--- src/rtl/dma_irq_pkg.sv ---
package dma_irq_pkg;
  // Field layout of the status word; positions follow from the channel count.
  localparam int DMA_CH     = 7;
  localparam int LOW_W      = 6;
  localparam int FORCE_POS  = 15;
  localparam int EN_LO      = FORCE_POS + 1;
  localparam int GBL_POS    = EN_LO + DMA_CH;
  localparam int FLAG_LO    = GBL_POS + 1;
  localparam int MASTER_POS = FLAG_LO + DMA_CH;
  localparam int REG_W      = MASTER_POS + 1;
  localparam int RSV_W      = FORCE_POS - LOW_W;

  // Strobes from control to datapath for one clock.
  typedef struct packed {
    logic              cfgLoad;
    logic [DMA_CH-1:0] flagSet;
    logic [DMA_CH-1:0] flagClr;
  } irqStrobes_t;
endpackage

--- src/rtl/dma_irq_ctrl.sv ---
module dma_irq_ctrl
  import dma_irq_pkg::*;
#(
  parameter int NUM_CH = DMA_CH
) (
  input  logic              wrEn,
  input  logic [NUM_CH-1:0] wrFlags,
  input  logic [NUM_CH-1:0] chanDone,
  input  logic [NUM_CH-1:0] chEnCur,
  output irqStrobes_t       strobes
);
  // A write loads the configuration fields in one go.
  assign strobes.cfgLoad = wrEn;

  // Per channel: gated completion sets, written ones clear.
  for (genvar i = 0; i < NUM_CH; i++) begin : g_chan
    assign strobes.flagSet[i] = chanDone[i] & chEnCur[i];
    assign strobes.flagClr[i] = wrEn & wrFlags[i];
  end
endmodule

--- src/rtl/dma_irq_dp.sv ---
module dma_irq_dp
  import dma_irq_pkg::*;
#(
  parameter int NUM_CH = DMA_CH,
  parameter int LOWW   = LOW_W
) (
  input  logic              clk,
  input  logic              rstN,
  input  irqStrobes_t       strobes,
  input  logic [LOWW-1:0]   lowIn,
  input  logic              forceIn,
  input  logic [NUM_CH-1:0] enIn,
  input  logic              gblIn,
  output logic [NUM_CH-1:0] chEnOut,
  output logic [REG_W-1:0]  regOut,
  output logic              irqPulse
);
  logic [LOWW-1:0]   lowQ;
  logic              forceQ;
  logic [NUM_CH-1:0] chEnQ;
  logic              gblQ;
  logic [NUM_CH-1:0] flagsQ;
  logic              masterQ;

  logic [LOWW-1:0]   lowNext;
  logic              forceNext;
  logic [NUM_CH-1:0] chEnNext;
  logic              gblNext;
  logic [NUM_CH-1:0] flagsNext;
  logic              masterNext;

  always_comb begin
    lowNext   = lowQ;
    forceNext = forceQ;
    chEnNext  = chEnQ;
    gblNext   = gblQ;
    if (strobes.cfgLoad) begin
      lowNext   = lowIn;
      forceNext = forceIn;
      chEnNext  = enIn;
      gblNext   = gblIn;
    end
    // Set has priority over a same-edge acknowledge.
    flagsNext  = (flagsQ & ~strobes.flagClr) | strobes.flagSet;
    masterNext = forceNext | (gblNext & (|flagsNext));
  end

  always_ff @(posedge clk) begin
    if (!rstN) begin
      lowQ     <= '0;
      forceQ   <= 1'b0;
      chEnQ    <= '0;
      gblQ     <= 1'b0;
      flagsQ   <= '0;
      masterQ  <= 1'b0;
      irqPulse <= 1'b0;
    end else begin
      lowQ     <= lowNext;
      forceQ   <= forceNext;
      chEnQ    <= chEnNext;
      gblQ     <= gblNext;
      flagsQ   <= flagsNext;
      masterQ  <= masterNext;
      irqPulse <= masterNext & ~masterQ;
    end
  end

  assign chEnOut = chEnQ;
  assign regOut  = {masterQ, flagsQ, gblQ, chEnQ, forceQ, {RSV_W{1'b0}}, lowQ};
endmodule

--- src/rtl/dma_irq_status_reg.sv ---
module dma_irq_status_reg
  import dma_irq_pkg::*;
(
  input  logic              clk,
  input  logic              rstN,
  input  logic              wrEn,
  input  logic [REG_W-1:0]  wrData,
  input  logic [DMA_CH-1:0] chanDone,
  output logic [REG_W-1:0]  rdData,
  output logic              irqPulse
);
  irqStrobes_t       strobes;
  logic [DMA_CH-1:0] chEnCur;
  logic              unusedWrBits;

  assign unusedWrBits = ^{wrData[MASTER_POS], wrData[FORCE_POS-1:LOW_W]};

  dma_irq_ctrl #(.NUM_CH(DMA_CH)) u_ctrl (
    .wrEn     (wrEn),
    .wrFlags  (wrData[MASTER_POS-1:FLAG_LO]),
    .chanDone (chanDone),
    .chEnCur  (chEnCur),
    .strobes  (strobes)
  );

  dma_irq_dp #(.NUM_CH(DMA_CH), .LOWW(LOW_W)) u_dp (
    .clk      (clk),
    .rstN     (rstN),
    .strobes  (strobes),
    .lowIn    (wrData[LOW_W-1:0]),
    .forceIn  (wrData[FORCE_POS]),
    .enIn     (wrData[GBL_POS-1:EN_LO]),
    .gblIn    (wrData[GBL_POS]),
    .chEnOut  (chEnCur),
    .regOut   (rdData),
    .irqPulse (irqPulse)
  );
endmodule

--- config.mk ---
export PLATFORM = sky130hd
export DESIGN_NAME = dma_irq_status_reg
export DESIGN_NICKNAME = d
export VERILOG_FILES = /design/src/rtl/dma_irq_pkg.sv /design/src/rtl/dma_irq_ctrl.sv /design/src/rtl/dma_irq_dp.sv /design/src/rtl/dma_irq_status_reg.sv
export SDC_FILE = /design/constraint.sdc
export NUM_CORES = 1
export LEC_CHECK = 0
export BUFFER_PORTS_ARGS = -buffer_cell sky130_fd_sc_hd__buf_2
export CAP_MARGIN = 20
export CORE_UTILIZATION = 39
export DETAILED_ROUTE_END_ITERATION = 16
export GPL_ROUTABILITY_DRIVEN = 0
export GPL_TIMING_DRIVEN = 0
export PLACE_DENSITY_LB_ADDON = 0.12
export SYNTH_ARGS = -nofsm -noshare
export SYNTH_HDL_FRONTEND = slang
export SYNTH_SLANG_ARGS = --single-unit
--- constraint.sdc ---
create_clock -name clk -period 1.3 [get_ports clk]
set_input_delay 0.065 -clock clk [delete_from_list [all_inputs] [get_ports clk]]
set_output_delay 0.065 -clock clk [all_outputs]
set_load 0.02 [all_outputs]
==> impl_metrics.tcl <==
set metrics [dict create \
    hold_buffers 1 \
    via_count 854 \
    synthCells 99 \
    post-route-period-util 0.885 \
    clock_insertion_delay_worst_skew_ns 0.30 \
    slew_viol_final 0 \
    cp.arrival_ns 1.36 \
    ios 75 \
    place_inst 192 \
    gr-total-overflow 0 \
    die_height_um 53.1 \
    cts.sinks 24 \
    die_w_um 53.1 \
    maxCapViolCount 0 \
    finClkSkew_ns 0.00228 \
    rr_worst_depth 4 \
    start_util 0.411 \
    root_buffer "clkbuf_4" \
    p_leak_nw 0.770 \
    cts_max_level 1 \
    synth_seq_cells 24 \
    worstSetupStartpointType "register" \
    drt-pass1-iter-count 2 \
    hold_path.class "in -> reg" \
    grt_pass1_vias 723 \
    dpl-instance-area_um2 1360 \
    ant_nets 0 \
    cts_setup_buffers 0 \
    ys_types 17 \
    syn_avg_cell_area_um2 10.3 \
    grt_use_total 0.155 \
    vias_per_cell 4.29 \
    cts_buffers 3 \
    syn_to_final_growth_pct 41.8 \
    hold_depth 3 \
    r2r_start "u_dp.forceQ$_SDFF_PN0_" \
    hold_viol 0 \
    status "complete, no violations" \
    die_area_um2 2820 \
    hold-path-endpoint "u_dp.lowQ[3]$_SDFFE_PN0P_" \
    grt_first_pass_wirelength_um 3050 \
    rows 18 \
    cp.required_ns 1.51 \
    final_util 0.583 \
    grt_max_degree 15 \
    route.detailed.drc 0 \
    port_buffers 55 \
    finalWirelength_um 2120 \
    tritoncts "built" \
    drtIter0Drc 4 \
    final_area_um2 1440 \
    core_um2 2480 \
    antenna_found_initial 0 \
    period_minus_slack_ns 1.15 \
    endpoint_kind "register" \
    p_total_mw 1.67 \
    r2r_end "u_dp.irqPulse$_SDFF_PN0_" \
    ir_drop_mv 0.626 \
    cts_resized 0 \
    detail_route.wl_per_cell_um 10.6 \
    powerDensity_nw_per_um2 1150 \
    rsz0062_at_grt "no" \
    final_cells 199 \
    setup_viol 0 \
    diodes 0 \
    hold_start "wrData[3]" \
    fin_setup_tns_ns 0 \
    drive_gt1_frac 0.450 \
    cp_max_fo 4 \
    seq_area_frac_synth 0.472 \
    criticalPathCategory "reg -> reg" \
    synth_area_um2 1020 \
    clk_pin_slew_ns 0.13 \
    nets 212 \
    hpwl_um 1680 \
    yosys_warnings 0 \
    fmax_mhz 869 \
    cts_max_path_buffers 2 \
    fill_cells 236 \
    ff2ff_setup_slack_ns 0.15 \
]
layout by cell type (no fill, tap or decap), drive strengths merged:
cell and n:
mux2 2, clkbuf 5, o21a 1, bufinv 1, nor2b 20, a21oi 1, buf 69, dfxtp 24
nand2 9, conb 9, mux2i 13, nand4 2, a22oi 7, dlygate4sd3 3, inv 2, a2bb2oi 1
how the worst max path moves through the flow:
stage                                start                        to  slack (ns)  cells past startpoint
finish              u_dp.forceQ$_SDFF_PN0_  u_dp.irqPulse$_SDFF_PN0_        0.15                      4
global route        u_dp.forceQ$_SDFF_PN0_  u_dp.irqPulse$_SDFF_PN0_        0.08                      4
CTS                 u_dp.forceQ$_SDFF_PN0_  u_dp.irqPulse$_SDFF_PN0_        0.14                      4
detailed placement  u_dp.forceQ$_SDFF_PN0_  u_dp.irqPulse$_SDFF_PN0_        0.16                      4
global placement    u_dp.forceQ$_SDFF_PN0_  u_dp.irqPulse$_SDFF_PN0_        0.18                      4
floorplan           u_dp.forceQ$_SDFF_PN0_  u_dp.irqPulse$_SDFF_PN0_        0.24                      4
metrics by stage:
stage               setup WS [ns]  hold slack, ns
CTS                         0.140       0.0000579
finish                      0.149         0.00936
global placement            0.175           0.323
global route               0.0762         0.00744
floorplan                   0.236           0.194
detailed placement          0.162           0.332
per-layer routing:
metal | track usage | wire length, um | vias up
li1 | - | - | 447
met1 | 0.177 | 916 | 369
met2 | 0.268 | 1050 | 36
met3 | 0.0316 | 129 | 2
met4 | 0.0789 | 17 | 0
met5 | 0 | 0 | -
sequential cells by signal, summed over array words and instances, names as in the netlist:
| name | flops |
|---|---|
| u_dp.flagsQ | 7 |
| u_dp.gblQ | 1 |
| u_dp.chEnOut | 7 |
| u_dp.lowQ | 6 |
| u_dp.masterQ | 1 |
| u_dp.irqPulse | 1 |
| u_dp.forceQ | 1 |
cell usage after synthesis:
cell type  count  area (um^2)
a21oi_1        1         5.00
a22oi_1        4         30.0
a22oi_2        3         37.5
a2bb2oi_1      1         8.76
buf_2          1         5.00
buf_4         12         90.1
buf_6          1         11.3
clkbuf_1       2         7.51
conb_1         1         3.75
dfxtp_1       24          480
inv_1          2         7.51
mux2_1         2         22.5
mux2i_1       13          130
nand2_1        9         33.8
nand4_1        2         12.5
nor2b_1       20          125
o21a_1         1         7.51
report_power, final:
part	leakage, nW	internal [mW]	switching [mW]
clock	0.0279	0.311	0.217
combinational	0.545	0.160	0.174
sequential	0.197	0.780	0.0242
worst max-delay path: stages (launching register included):
cell and delay, ns:
dfxtp_1 0.33, mux2_1 0.27, nand2_1 0.12, nand4_1 0.13, o21a_1 0.20
kinds of logic after synthesis:
family / synth area share
and+or+nand+nor: 0.168
DFF: 0.472
buffers and inverters: 0.119
muxes: 0.150
AOI/OAI and AO/OA: 0.0872
other: 0.00368
area by class of cell:
class / instances / area, um^2 / area share
Sequential cell: 24 / 480 / 0.333
Multi-Input combinational cell: 65 / 447 / 0.309
Buffer: 16 / 114 / 0.0789
Inverter: 2 / 7.51 / 0.00520
Tap cell: 30 / 37.5 / 0.0260
Clock inverter: 1 / 30.0 / 0.0208
Clock buffer: 3 / 22.5 / 0.0156
Timing Repair Buffer: 58 / 305 / 0.211
(Power assumes the default switching activity.)
